### config.mk
export PLATFORM = sky130hd
export DESIGN_NAME = bl_pwm_gen
export DESIGN_NICKNAME = d
export VERILOG_FILES = /design/src/rtl/bl_pwm_pkg.sv /design/src/rtl/bl_pwm_regs.sv /design/src/rtl/bl_pwm_core.sv /design/src/rtl/bl_pwm_gen.sv
export SDC_FILE = /design/constraint.sdc
export NUM_CORES = 1
export LEC_CHECK = 0
export BUFFER_PORTS_ARGS = -buffer_cell sky130_fd_sc_hd__buf_2
export CORE_MARGIN = 3
export CORE_UTILIZATION = 40
export CTS_BUF_LIST = sky130_fd_sc_hd__clkbuf_2
export CTS_CLUSTER_DIAMETER = 60
export DETAILED_ROUTE_END_ITERATION = 8
export SETUP_SLACK_MARGIN = 0.4
export SLEW_MARGIN = 30
export SYNTH_ARGS = -nofsm -noshare
export SYNTH_HDL_FRONTEND = slang
export SYNTH_SLANG_ARGS = --single-unit
### constraint.sdc
create_clock -name clk -period 7.9 [get_ports clk]
set_input_delay 1.58 -clock clk [delete_from_list [all_inputs] [get_ports clk]]
set_output_delay 1.58 -clock clk [all_outputs]
set_load 0.01 [all_outputs]
### src/rtl/bl_pwm_pkg.sv
package bl_pwm_pkg;

  typedef enum logic [1:0] {
    SEL_CTRL   = 2'd0,
    SEL_PERIOD = 2'd1,
    SEL_LOCK   = 2'd2,
    SEL_NONE   = 2'd3
  } reg_sel_e;

  localparam int unsigned LOCK_BIT = 0;
  localparam int unsigned IGN_BIT  = 1;
  localparam int unsigned PEND_BIT = 8;

endpackage

### src/rtl/bl_pwm_regs.sv
module bl_pwm_regs
  import bl_pwm_pkg::*;
#(
  parameter int unsigned DUTY_W = 16,
  parameter int unsigned DATA_W = 32,
  localparam int unsigned BC_W  = $clog2(DUTY_W)
) (
  input  logic              clk,
  input  logic              rst_n,
  input  logic              master_lock,
  input  logic              wr_en,
  input  logic [1:0]        wr_addr,
  input  logic [DATA_W-1:0] wr_data,
  input  logic [1:0]        rd_addr,
  output logic [DATA_W-1:0] rd_data,
  input  logic              wrap,
  output logic [DUTY_W-1:0] act_duty,
  output logic [DUTY_W-1:0] act_per,
  output logic [BC_W-1:0]   act_bc,
  output logic              act_en,
  output logic              act_frac,
  output logic              apply,
  output logic              pending,
  output logic              eff_lock
);

  logic [DUTY_W-1:0] sh_duty_q, sh_duty_d, sh_per_q, sh_per_d;
  logic [BC_W-1:0]   sh_bc_q, sh_bc_d;
  logic              sh_en_q, sh_en_d, sh_frac_q, sh_frac_d;
  logic              lock_q, lock_d, ign_q, ign_d;
  logic              pend_q, pend_d, eff_q;
  logic [DUTY_W-1:0] a_duty_q, a_per_q;
  logic [BC_W-1:0]   a_bc_q;
  logic              a_en_q, a_frac_q;
  logic              wr_ctrl, wr_per, wr_lock, release_ev;

  always_comb begin
    wr_ctrl    = wr_en && (wr_addr == SEL_CTRL);
    wr_per     = wr_en && (wr_addr == SEL_PERIOD);
    wr_lock    = wr_en && (wr_addr == SEL_LOCK);
    eff_lock   = lock_q | (master_lock & ~ign_q);
    release_ev = eff_q & ~eff_lock;
    apply      = pend_q & ~eff_lock & wrap;

    sh_duty_d = sh_duty_q;
    sh_en_d   = sh_en_q;
    sh_frac_d = sh_frac_q;
    sh_per_d  = sh_per_q;
    sh_bc_d   = sh_bc_q;
    lock_d    = lock_q;
    ign_d     = ign_q;
    if (wr_ctrl) begin
      sh_duty_d = wr_data[DUTY_W-1:0];
      sh_en_d   = wr_data[DUTY_W];
      sh_frac_d = wr_data[DUTY_W+1];
    end
    if (wr_per) begin
      sh_per_d = wr_data[DUTY_W-1:0];
      sh_bc_d  = wr_data[DUTY_W +: BC_W];
    end
    if (wr_lock) begin
      lock_d = wr_data[LOCK_BIT];
      ign_d  = wr_data[IGN_BIT];
    end

    if (release_ev || ((wr_ctrl || wr_per) && !eff_lock)) pend_d = 1'b1;
    else if (apply)                                       pend_d = 1'b0;
    else                                                  pend_d = pend_q;
  end

  always_ff @(posedge clk or negedge rst_n) begin
    if (!rst_n) begin
      sh_duty_q <= '0;
      sh_en_q   <= 1'b0;
      sh_frac_q <= 1'b0;
      sh_per_q  <= '0;
      sh_bc_q   <= '0;
      lock_q    <= 1'b0;
      ign_q     <= 1'b0;
      pend_q    <= 1'b0;
      eff_q     <= 1'b0;
    end else begin
      sh_duty_q <= sh_duty_d;
      sh_en_q   <= sh_en_d;
      sh_frac_q <= sh_frac_d;
      sh_per_q  <= sh_per_d;
      sh_bc_q   <= sh_bc_d;
      lock_q    <= lock_d;
      ign_q     <= ign_d;
      pend_q    <= pend_d;
      eff_q     <= eff_lock;
    end
  end

  // active copies load only on the apply enable
  always_ff @(posedge clk or negedge rst_n) begin
    if (!rst_n) begin
      a_duty_q <= '0;
      a_per_q  <= '0;
      a_bc_q   <= '0;
      a_en_q   <= 1'b0;
      a_frac_q <= 1'b0;
    end else if (apply) begin
      a_duty_q <= sh_duty_q;
      a_per_q  <= sh_per_q;
      a_bc_q   <= sh_bc_q;
      a_en_q   <= sh_en_q;
      a_frac_q <= sh_frac_q;
    end
  end

  always_comb begin
    rd_data = '0;
    case (rd_addr)
      SEL_CTRL: begin
        rd_data[DUTY_W-1:0] = sh_duty_q;
        rd_data[DUTY_W]     = sh_en_q;
        rd_data[DUTY_W+1]   = sh_frac_q;
      end
      SEL_PERIOD: begin
        rd_data[DUTY_W-1:0]   = sh_per_q;
        rd_data[DUTY_W +: BC_W] = sh_bc_q;
      end
      SEL_LOCK: begin
        rd_data[LOCK_BIT] = lock_q;
        rd_data[IGN_BIT]  = ign_q;
        rd_data[PEND_BIT] = pend_q;
      end
      default: rd_data = '0;
    endcase
  end

  assign act_duty = a_duty_q;
  assign act_per  = a_per_q;
  assign act_bc   = a_bc_q;
  assign act_en   = a_en_q;
  assign act_frac = a_frac_q;
  assign pending  = pend_q;

endmodule

### src/rtl/bl_pwm_core.sv
module bl_pwm_core #(
  parameter int unsigned DUTY_W = 16,
  localparam int unsigned BC_W  = $clog2(DUTY_W)
) (
  input  logic              clk,
  input  logic              rst_n,
  input  logic              tick,
  input  logic              apply,
  input  logic [DUTY_W-1:0] act_duty,
  input  logic [DUTY_W-1:0] act_per,
  input  logic [BC_W-1:0]   act_bc,
  input  logic              act_en,
  input  logic              act_frac,
  output logic              wrap,
  output logic              pwm_out,
  output logic [DUTY_W-1:0] cnt,
  output logic [DUTY_W-1:0] per_eff
);

  localparam logic [BC_W:0] FULL = (BC_W+1)'(DUTY_W);

  logic [BC_W:0]     nbits, shamt;
  logic [DUTY_W-1:0] per_mask, lo_mask, frac_val, hi_int;
  logic [DUTY_W-1:0] cnt_q, cnt_d, acc_q, acc_d;
  logic              ext_q, ext_d, ovf;
  logic [DUTY_W:0]   sum, lim, hi_tot;

  always_comb begin
    nbits = (act_bc == '0) ? FULL : {1'b0, act_bc};
    shamt = FULL - nbits;
  end

  // period and fraction masks, one bit per position
  for (genvar i = 0; i < DUTY_W; i++) begin : g_mask
    assign per_mask[i] = ((BC_W+1)'(i) < nbits);
    assign lo_mask[i]  = ((BC_W+1)'(i) < shamt);
  end

  always_comb begin
    per_eff  = act_per & per_mask;
    hi_int   = act_duty >> shamt;
    frac_val = act_duty & lo_mask;
    lim      = {{DUTY_W{1'b0}}, 1'b1} << shamt;
    sum      = {1'b0, acc_q} + {1'b0, frac_val};
    ovf      = (sum >= lim);
    wrap     = tick && ((per_eff == '0) || (cnt_q >= per_eff - 1'b1));

    cnt_d = cnt_q;
    acc_d = acc_q;
    ext_d = ext_q;
    if (apply) begin
      cnt_d = '0;
      acc_d = '0;
      ext_d = 1'b0;
    end else if (wrap) begin
      cnt_d = '0;
      if (act_frac) begin
        acc_d = ovf ? DUTY_W'(sum - lim) : sum[DUTY_W-1:0];
        ext_d = ovf;
      end else begin
        acc_d = '0;
        ext_d = 1'b0;
      end
    end else if (tick) begin
      cnt_d = cnt_q + 1'b1;
    end

    hi_tot  = {1'b0, hi_int} + {{DUTY_W{1'b0}}, ext_q};
    pwm_out = act_en && (per_eff != '0) && ({1'b0, cnt_q} < hi_tot);
  end

  always_ff @(posedge clk or negedge rst_n) begin
    if (!rst_n) begin
      cnt_q <= '0;
      acc_q <= '0;
      ext_q <= 1'b0;
    end else if (tick) begin
      cnt_q <= cnt_d;
      acc_q <= acc_d;
      ext_q <= ext_d;
    end
  end

  assign cnt = cnt_q;

endmodule

### src/rtl/bl_pwm_gen.sv
module bl_pwm_gen #(
  parameter int unsigned DUTY_W = 16,
  parameter int unsigned DATA_W = 32
) (
  input  logic              clk,
  input  logic              rst_n,
  input  logic              tick,
  input  logic              master_lock,
  input  logic              wr_en,
  input  logic [1:0]        wr_addr,
  input  logic [DATA_W-1:0] wr_data,
  input  logic [1:0]        rd_addr,
  output logic [DATA_W-1:0] rd_data,
  output logic              pwm_out
);

  localparam int unsigned BC_W = $clog2(DUTY_W);

  logic [DUTY_W-1:0] act_duty, act_per, cnt, per_eff;
  logic [BC_W-1:0]   act_bc;
  logic              act_en, act_frac, apply, pending, eff_lock, wrap;

  bl_pwm_regs #(.DUTY_W(DUTY_W), .DATA_W(DATA_W)) u_regs (
    .clk        (clk),
    .rst_n      (rst_n),
    .master_lock(master_lock),
    .wr_en      (wr_en),
    .wr_addr    (wr_addr),
    .wr_data    (wr_data),
    .rd_addr    (rd_addr),
    .rd_data    (rd_data),
    .wrap       (wrap),
    .act_duty   (act_duty),
    .act_per    (act_per),
    .act_bc     (act_bc),
    .act_en     (act_en),
    .act_frac   (act_frac),
    .apply      (apply),
    .pending    (pending),
    .eff_lock   (eff_lock)
  );

  bl_pwm_core #(.DUTY_W(DUTY_W)) u_core (
    .clk     (clk),
    .rst_n   (rst_n),
    .tick    (tick),
    .apply   (apply),
    .act_duty(act_duty),
    .act_per (act_per),
    .act_bc  (act_bc),
    .act_en  (act_en),
    .act_frac(act_frac),
    .wrap    (wrap),
    .pwm_out (pwm_out),
    .cnt     (cnt),
    .per_eff (per_eff)
  );

endmodule

==> results of run 1 <==
## cells in the final DEF, fill, tap and decap left out, types with 17 or more instances in the layout
master,instances
dfrtp_1,113
nor2_1,78
nand2_1,73
mux2_2,73
ha_1,72
buf_2,48
o21ai_0,42
xnor2_1,39
a21oi_1,38
mux2i_1,29
inv_1,28
nand3_1,21
xor2_1,20
mux2_1,19
a22o_1,18
clkbuf_2,17
## worst max-delay path by stage
stage	startpoint	endpoint	slack [ps]	cells past startpoint
6_report	u_regs.act_bc[1]	pwm_out	830	19
5_1_grt	u_regs.act_bc[1]	pwm_out	390	24
4_1_cts	u_regs.act_bc[1]	pwm_out	450	20
3_5_place_dp	u_regs.act_bc[1]	u_core.acc_q[4]	1280	23
3_3_place_gp	u_regs.act_bc[1]	pwm_out	1330	19
2_1_floorplan	u_regs.act_bc[1]	pwm_out	1650	25
## layout make-up
cell class	count	area share, %
Clock buffer	17	0.845
Clock inverter	15	2.19
Inverter	28	1.04
Multi-Input combinational cell	786	60.7
Sequential cell	113	28.1
Tap cell	280	3.48
Timing Repair Buffer	63	3.70
## layer usage
layer  vias to the layer above  part of all wire, %  wire, µm  track usage (%)
li1                       3609                    -         -                -
met4                         0                  1.7       384             4.63
met2                       221                   45     10500             30.4
met1                      3505                   49     11300             27.1
met3                        29                  4.4      1030             3.06
met5                         -                    0         0                0
## what timing repair did
action	CTS	global route
endpoints found under the setup margin	0	1
hold buffers	0	0
gates resized for setup	0	12
setup buffers	0	2
## registers in the layout, summed over array words and instances (netlist names), 4 cells and up
| name | count |
|---|---|
| u_regs.sh_duty_q | 16 |
| u_regs.act_per | 16 |
| u_core.cnt | 16 |
| u_core.acc_q | 16 |
| u_regs.act_bc | 4 |
| u_regs.act_duty | 16 |
| u_regs.sh_per_q | 16 |
| u_regs.sh_bc_q | 4 |
## per-stage QoR
stage | utilization [%] | std cells | cell area [µm²]
detailed placement | 43.6 | 1268 | 9690
CTS | 45.0 | 1300 | 10000
floorplan | - | 978 | 9270
finish | 45.3 | 1302 | 10100
global placement | 43.5 | 1267 | 9670
global route | 45.3 | 1302 | 10100
## critical path, cell delays in order (launching register included)
cell and delay (ps):
dfrtp_1 410, inv_1 180, ha_1 210, or3b_4 490
nand2_8 160, mux4_2 520, a22oi_1 450, o32ai_4 200
and4_1 340, nand3_2 100, mux2_4 300, ha_1 280
nor2b_1 130, o21ai_0 140, nand2b_1 90, a211oi_2 250
nand2b_1 80, o21ai_0 170, a22o_1 180, buf_2 130
## logic make-up (layout without fill, tap and decap cells)
kind of cell,Yosys count,after routing,synth area share [%]
and+or+nand+nor,288,288,16.2
buffers and inverters,79,123,4.32
AOI/OAI and AO/OA,220,220,16.4
muxes,129,129,16.2
adders and majority gates,75,75,10.3
DFF,113,113,30.6
xor gates and xnor gates,61,61,5.87
other,2,13,0.0814
==> impl_results.md, run 1 <==
- Clock buffer depth: 2
- Min Tclk post-route: 7070 ps
- DRC violations left: 0
- # rows: 54
- Async SR Flop Fraction: 100%
- Final critical-path share of the clock period: 89.4%
- Max FO, Critical Path: 10
- Pre-CTS setup slack: 1280 ps
- GP Congestion: 0.910
- Worst Path Required: 6320 ps
- Core ar.: 22200 µm²
- Num CTS Buffers: 17
- Die Y: 158 µm
- Final setup viols: 0
- Synth cell types: 82
- Final WS setup: 834 ps
- Worst setup EP type: output pin
- Main synth FF type: dfrtp_1
- Synth top area share: 30.6%
- Yosys top cell by area: dfrtp_1
- Antenna cells: 0
- FF-to-FF path depth: 24
- Syn Area/Cell: 9.55 µm²
- Vias in the first global route: 6997
- Hold_ws: 503 ps
- Worst Max-Slew Pin Slew: 825 ps
- Later-pin clock latency in the skew report: 720 ps
- Die ar.: 24900 µm²
- Via count: 7364
- Sequential Area: 2830 µm²
- EDFF count, synth: 0
- Slew HR: 44.8%
- Setup Crit Path Kind: reg -> out
- Yosys Warn Count: 0
- Slew Viols, Final: 0
- First-pass GRT wire length: 37500 µm
- Synth Cell Area: 9230 µm²
- Area Growth Syn to Fin: 9.12%
- GR Overflow Total: 0
- RSZ-0062 raised after global routing: false
- Worst hold path startpoint: u_regs.act_per[7]
- Fillers: 2110
- Worst r2r src: u_regs.act_bc[1]
- # H-tree levels: 4
- Clock root cell: clkbuf_2
- Total GRT Usage: 19.0%
- Worst hold endpoint: u_regs.act_per[7]
- Internal reg-to-reg setup slack: 1370 ps
- Port Buffers: 49
- Fin nets: 1125
- Max-cap violations: 0
- Share of cells above drive strength 1: 20.7%
- Largest net degree at the start of global routing: 63
- Drt pass-1 iters: 5
- Worst-path clk slew: 180 ps
- Ports: 74
- Worst Hold Class: reg -> reg
- Dpl hpwl: 17700 µm
- Count leader, synth: dfrtp_1
- Final ANT Viol Nets: 0
- Fin. Hold Viols: 0
- Most frequent cells after synthesis: dfrtp_1 (113), nor2_1 (80), nand2_1 (74), ha_1 (73), mux2_2 (73)
- Sum Neg Setup Slack: 0 ps
- Fmax: 142 MHz
- Multi-input logic area: 6110 µm²
- TritonCTS clock tree: built
- Top cells by area, synth: dfrtp_1 (31%), ha_1 (9.9%), mux2_2 (8.9%)
- Clk_skew: 60.3 ps
- FF+latch count, synth: 113
- Starting density of the core: 41.5%
- Initial antenna violation count: 0
- Hold path depth: 1
- Seq/Total Area, Yosys: 30.6%
- CTS Sinks: 113
- CP Launch Type: flip-flop
- Drt wl/cell: 17.8 µm
- Die X: 158 µm
- DRT Wirelength: 23200 µm
- Syn Inst Count: 967
- Iteration-0 DRC Markers: 557
- CP arrival: 5490 ps
- Status: completed
- Reg2Reg Capture Point: u_core.acc_q[8]
- Vias/cell: 5.66
Power of run 1 is left out: the tool's default activity adds up to more than one toggle a clock period on the data nets, which glitch-free logic cannot reach.
==> inputs of run 2 (changes only) <==
- CTS_BUF_LIST: sky130_fd_sc_hd__clkbuf_2 -> sky130_fd_sc_hd__clkbuf_4 sky130_fd_sc_hd__clkbuf_8 sky130_fd_sc_hd__clkbuf_16
==> run 2 against run 1 <==
- hold slack worse by 26 ps
- fmax hardly changed
- sequential share of layout area is 0.73 points lower
- count of clock-buffer cells in the layout stayed put
- critical path depth is 1 higher
- first-iteration DRC count is 17% lower
- via count is 0.38% higher
- non-clock buffer count is 2 lower
- die area stayed put
- design area is 2.7% higher
- worst setup slack better by 3.6 ps
- routed wire length is 0.96% higher
- largest cell class unchanged
==> impl_results.md, run 2 (synthesis gave the netlist of run 1 again) <==
- Status: completed (unchanged)
- CP cell instances: inv_1, ha_1, buf_4, nor3b_2, nand2_1, o21ai_1, a221oi_1, a31oi_1, and3_1, nand3_2, mux2_4, ha_1, nor2b_1, o21ai_0, nand2b_1, a211oi_1, nand2b_1, o21ai_0, a22o_1, buf_2 (was inv_1, ha_1, or3b_4, nand2_8, mux4_2, a22oi_1, o32ai_4, and4_1, nand3_2, mux2_4, ha_1, nor2b_1, o21ai_0, nand2b_1, a211oi_2, nand2b_1, o21ai_0, a22o_1, buf_2)
- Hold_ws: 477 ps (was 503 ps)
- Later-pin clock latency in the skew report: 430 ps (was 720 ps)
- Dpl cells: 1268 (unchanged)
- Worst-path clk slew: 60 ps (was 180 ps)
- Slew HR: 32.3% (was 44.8%)
- Iteration-0 DRC Markers: 463 (was 557)
- Largest net degree at the start of global routing: 63 (unchanged)
- Crit-path slowest cell: o21ai_1 (was mux4_2)
- Drt wl/cell: 18.0 µm (was 17.8 µm)
- Port Buffers: 49 (unchanged)
- Die ar.: 24900 µm² (unchanged)
- Die X: 158 µm (unchanged)
- Delay-heaviest family, CP: compound AO/OA/AOI/OAI gates (was simple AND/OR/NAND/NOR gates)
- Slowest Stage Delay on Critical Path: 570 ps (was 520 ps)
- CTS Sinks: 113 (unchanged)
- # H-tree levels: 4 (unchanged)
- CP Launch Type: flip-flop (unchanged)
- Sum Neg Setup Slack: 0 ps (unchanged)
- RSZ-0062 raised after global routing: false (unchanged)
- Core ar.: 22200 µm² (unchanged)
- GP Congestion: 0.910 (unchanged)
- Cts hold-fix bufs: 0 (unchanged)
- Final setup viols: 0 (unchanged)
- Num CTS Buffers: 17 (unchanged)
- Postcts setup bufs: 0 (unchanged)
- Via count: 7392 (was 7364)
- CP arrival: 5480 ps (was 5490 ps)
- Vias in the first global route: 7077 (was 6997)
- DRC violations left: 0 (unchanged)
- Final Non-Filler Cells: 1300 (was 1302)
- Post-cts sizing count: 0 (unchanged)
- Max FO, Critical Path: 20 (was 10)
- Setup Crit Path Kind: reg -> out (unchanged)
- Fin. Hold Viols: 0 (unchanged)
- Starting density of the core: 41.5% (unchanged)
- Clock root cell: clkbuf_16 (was clkbuf_2)
- Area Growth Syn to Fin: 12.0% (was 9.12%)
- Worst Path Required: 6320 ps (about the same)
- Worst Max-Slew Pin Slew: 1010 ps (was 825 ps)
- Fmax: 142 MHz (about the same)
- Max-cap violations: 0 (unchanged)
- Ports: 74 (unchanged)
- Initial antenna violation count: 0 (unchanged)
- Worst Path Buf+Inv: 3 (was 2)
- Worst setup EP type: output pin (unchanged)
- DRT Wirelength: 23400 µm (was 23200 µm)
- Total GRT Usage: 19.3% (was 19.0%)
- Final critical-path share of the clock period: 89.4% (about the same)
- # rows: 54 (unchanged)
- Antenna cells: 0 (unchanged)
- Commonest non-fill, non-tap cell in the layout: dfrtp_1 (unchanged)
- Final ANT Viol Nets: 0 (unchanged)
- TritonCTS clock tree: built (unchanged)
- Min Tclk post-route: 7060 ps (was 7070 ps)
- Die Y: 158 µm (unchanged)
- Clk_skew: 15.4 ps (was 60.3 ps)
- GR Overflow Total: 0 (unchanged)
- First-pass GRT wire length: 38000 µm (was 37500 µm)
- Fin nets: 1123 (was 1125)
- Worst Hold Class: reg -> reg (unchanged)
- Vias/cell: 5.69 (was 5.66)
- Share of cells above drive strength 1: 19.6% (was 20.7%)
- Drt pass-1 iters: 5 (unchanged)
- Dpl hpwl: 17700 µm (unchanged)
- Slew Viols, Final: 0 (unchanged)
- Most frequent cells in the layout: dfrtp_1 (113), nor2_1 (79), nand2_1 (73), mux2_2 (73), ha_1 (73) (was dfrtp_1 (113), nor2_1 (78), nand2_1 (73), mux2_2 (73), ha_1 (72))
- Clock buffer depth: 2 (unchanged)
-- run 2: layout make-up --
class	count	area, µm²
well taps	280	350
fillers	2067	11900
clock buffers	17	425
inverters	28	105
flip-flops and latches	113	2830
clock inverters	15	220
repair buffers	61	358
multi-input cells	786	6060
-- run 2: through the flow --
step	cell area [µm²]	util, %	setup WS (ps)
2_1_floorplan	9270	-	1650
3_3_place_gp	9670	43.5	1330
3_5_place_dp	9690	43.6	1280
4_1_cts	10300	46.5	809
5_1_grt	10300	46.5	416
6_report	10300	46.5	837
-- run 2: layer usage --
layer | up-vias | part of all wire (%) | GRT usage (%)
met5 | - | 0 | 0
met4 | 0 | 1.5 | 5.29
li1 | 3609 | - | -
met2 | 208 | 46 | 30.8
met1 | 3544 | 48 | 27.3
met3 | 31 | 4.4 | 3.23
-- run 2: worst reg2reg max path, delay by kind of cell (launching register included) --
family	cells	cell delay [ps]
compound gates	13	3570
simple gates	2	590
fa+ha+maj	3	930
flops	1	370
buf+inv	3	500
xor+xnor	1	200
mux	1	430
-- run 2: final timing paths --
| check | from | depth (start not counted) | slack [ps] | endpoint |
|---|---|---|---|---|
| min in group asynchronous | rst_n | 1 | 1230 | u_regs.sh_per_q[7] |
| worst max-delay path | u_regs.act_bc[1] | 20 | 840 | pwm_out |
| max in group asynchronous | rst_n | 2 | 5470 | u_core.acc_q[9] |
| worst min register to register | u_regs.eff_q | 2 | 480 | u_regs.pending |
| worst min-delay path | u_regs.eff_q | 2 | 480 | u_regs.pending |
| worst max register to register | u_regs.act_bc[1] | 23 | 1220 | u_core.acc_q[4] |
Power of run 2 is left out for the same reason.
==> inputs of run 3 (changes only) <==
- BUFFER_PORTS_ARGS: -buffer_cell sky130_fd_sc_hd__buf_2 -> -buffer_cell sky130_fd_sc_hd__buf_4
==> run 3 against run 2 <==
- global-route usage is 0.43 points higher
- non-clock buffer count stayed put
- critical path depth is 1 lower
- clock skew is 7.2 ps lower
- cell count stayed put
==> impl_results.md, run 3 (synthesis gave the netlist of run 1 again) <==
- Status: completed (unchanged)
- Postcts setup bufs: 0 (unchanged)
- Crit-path slowest cell: o21ai_1 (unchanged)
- Fmax: 143 MHz (was 142 MHz)
- Worst setup EP type: output pin (unchanged)
- Share of cells above drive strength 1: 19.5% (was 19.6%)
- Most frequent cells in the layout: dfrtp_1 (113), nor2_1 (79), nand2_1 (74) (was dfrtp_1 (113), nor2_1 (79), nand2_1 (73), mux2_2 (73), ha_1 (73))
- Grt met1 use: 28.2% (was 27.3%)
- CP Launch Type: flip-flop (unchanged)
- Area Growth Syn to Fin: 13.4% (was 12.0%)
- # H-tree levels: 4 (unchanged)
- DRC violations left: 0 (unchanged)
- Slew HR: 35.1% (was 32.3%)
- Worst-path clk slew: 60 ps (about the same)
- Max FO, Critical Path: 13 (was 20)
- TritonCTS clock tree: built (unchanged)
- Commonest non-fill, non-tap cell in the layout: dfrtp_1 (unchanged)
- Cts hold-fix bufs: 0 (unchanged)
- Slew Viols, Final: 0 (unchanged)
- Worst Max-Slew Pin Slew: 967 ps (was 1010 ps)
- GR Overflow Total: 0 (unchanged)
- Clk_skew: 8.26 ps (was 15.4 ps)
- Slowest Stage Delay on Critical Path: 780 ps (was 570 ps)
- GP Congestion: 0.892 (was 0.910)
- Antenna cells: 0 (unchanged)
- Min Tclk post-route: 7020 ps (was 7060 ps)
- Via count: 7319 (was 7392)
- Sequential Area: 2830 µm² (unchanged)
- Largest net degree at the start of global routing: 70 (was 63)
- Multi-input logic area: 6050 µm² (was 6060 µm²)
- Final ANT Viol Nets: 0 (unchanged)
- Die Y: 158 µm (unchanged)
- Drt wl/cell: 18.2 µm (was 18.0 µm)
- Worst Path Buf+Inv: 2 (was 3)
- GRT busiest layer: met2 (unchanged)
- Core ar.: 22200 µm² (unchanged)
- Max-cap violations: 0 (unchanged)
- Worst Path Required: 6320 ps (about the same)
- Total GRT Usage: 19.8% (was 19.3%)
- # rows: 54 (unchanged)
- Delay-heaviest family, CP: compound AO/OA/AOI/OAI gates (unchanged)
- CTS Sinks: 113 (unchanged)
- Final setup viols: 0 (unchanged)
- Initial antenna violation count: 0 (unchanged)
- Dpl hpwl: 18000 µm (was 17700 µm)
- Vias/cell: 5.63 (was 5.69)
- Die ar.: 24900 µm² (unchanged)
- Vias in the first global route: 7114 (was 7077)
- Post-cts sizing count: 0 (unchanged)
- DRT Wirelength: 23700 µm (was 23400 µm)
- Die X: 158 µm (unchanged)
- Port Buffers: 49 (unchanged)
- Drt pass-1 iters: 5 (unchanged)
- Met3 usage: 3.14% (was 3.23%)
- Clock root cell: clkbuf_16 (unchanged)
- Clock buffer depth: 2 (unchanged)
- CP cell instances: inv_1, ha_1, nor2b_1, a21boi_0, o21ai_1, a221oi_1, a31oi_1, and3_1, nand3_2, mux2_4, ha_1, nor2b_1, o21ai_0, nand2b_1, a211oi_1, nand2b_1, o21ai_0, a22o_1, buf_4 (was inv_1, ha_1, buf_4, nor3b_2, nand2_1, o21ai_1, a221oi_1, a31oi_1, and3_1, nand3_2, mux2_4, ha_1, nor2b_1, o21ai_0, nand2b_1, a211oi_1, nand2b_1, o21ai_0, a22o_1, buf_2)
- CP arrival: 5440 ps (was 5480 ps)
- Fin. Hold Viols: 0 (unchanged)
- Starting density of the core: 41.5% (unchanged)
- RSZ-0062 raised after global routing: false (unchanged)
- Iteration-0 DRC Markers: 411 (was 463)
- Setup Crit Path Kind: reg -> out (unchanged)
- First-pass GRT wire length: 38800 µm (was 38000 µm)
- Fillers: 2088 (was 2067)
- Final critical-path share of the clock period: 88.8% (was 89.4%)
- Ports: 74 (unchanged)
- Later-pin clock latency in the skew report: 420 ps (was 430 ps)
- Worst Hold Class: reg -> reg (unchanged)
- Num CTS Buffers: 17 (unchanged)
- Fin nets: 1123 (unchanged)
- Sum Neg Setup Slack: 0 ps (unchanged)
- Met2 GRT Util: 31.4% (was 30.8%)
-- run 3: cell types whose count changed in the layout (fill, tap and decap cells not counted) --
cell,before,now
buf_6,0,1
nand2_1,73,74
buf_2,48,0
buf_4,12,59
nand2_2,1,0
-- run 3: final timing paths --
kind	start	endpoint	slack, ps	cells past startpoint
max	u_regs.act_bc[1]	pwm_out	880	19
min	u_regs.eff_q	u_regs.pending	480	2
max reg2reg	u_regs.act_bc[1]	u_core.acc_q[3]	1250	21
min reg2reg	u_regs.eff_q	u_regs.pending	480	2
max in group asynchronous	rst_n	u_core.acc_q[9]	5700	2
min in group asynchronous	rst_n	u_regs.sh_per_q[10]	1150	1
-- run 3: worst reg2reg max path, cell delays in order, from the launching register on --
cell and delay (ps):
dfrtp_1 370, inv_1 170, ha_1 500, nor2b_1 190
a21boi_0 120, o21ai_1 780, a21boi_0 330, ha_1 410
inv_1 60, o31ai_1 530, o21a_1 180, nor2_1 50
xnor2_1 200, ha_1 340, a21o_1 210, a211o_1 310
nand2_1 60, nand3_1 160, o31a_1 360, o22ai_2 590
mux2_2 420, a22o_1 200
-- run 3: area by class of cell --
class,count,area share [%]
Timing Repair Buffer,61,4.60
Clock inverter,15,2.10
Multi-Input combinational cell,786,57.9
Sequential cell,113,27.0
Inverter,28,1.00
Clock buffer,17,4.07
Tap cell,280,3.35
-- run 3: stage by stage --
stage | hold WS (ps) | worst slack (ps) | util, % | instance area, µm² | instances
2_1_floorplan | 448 | 1650 | - | 9270 | 978
3_3_place_gp | 466 | 1410 | 44.0 | 9790 | 1267
3_5_place_dp | 470 | 1290 | 44.2 | 9810 | 1268
4_1_cts | 484 | 916 | 47.1 | 10500 | 1300
5_1_grt | 507 | 426 | 47.1 | 10500 | 1300
6_report | 481 | 884 | 47.1 | 10500 | 1300
-- run 3: per-layer routing --
layer / wire (µm) / vias to the layer above
met4: 336 / 0
met2: 10900 / 180
met3: 1050 / 22
met1: 11400 / 3536
li1: - / 3581
met5: 0 / -
Power of run 3 is left out for the same reason.
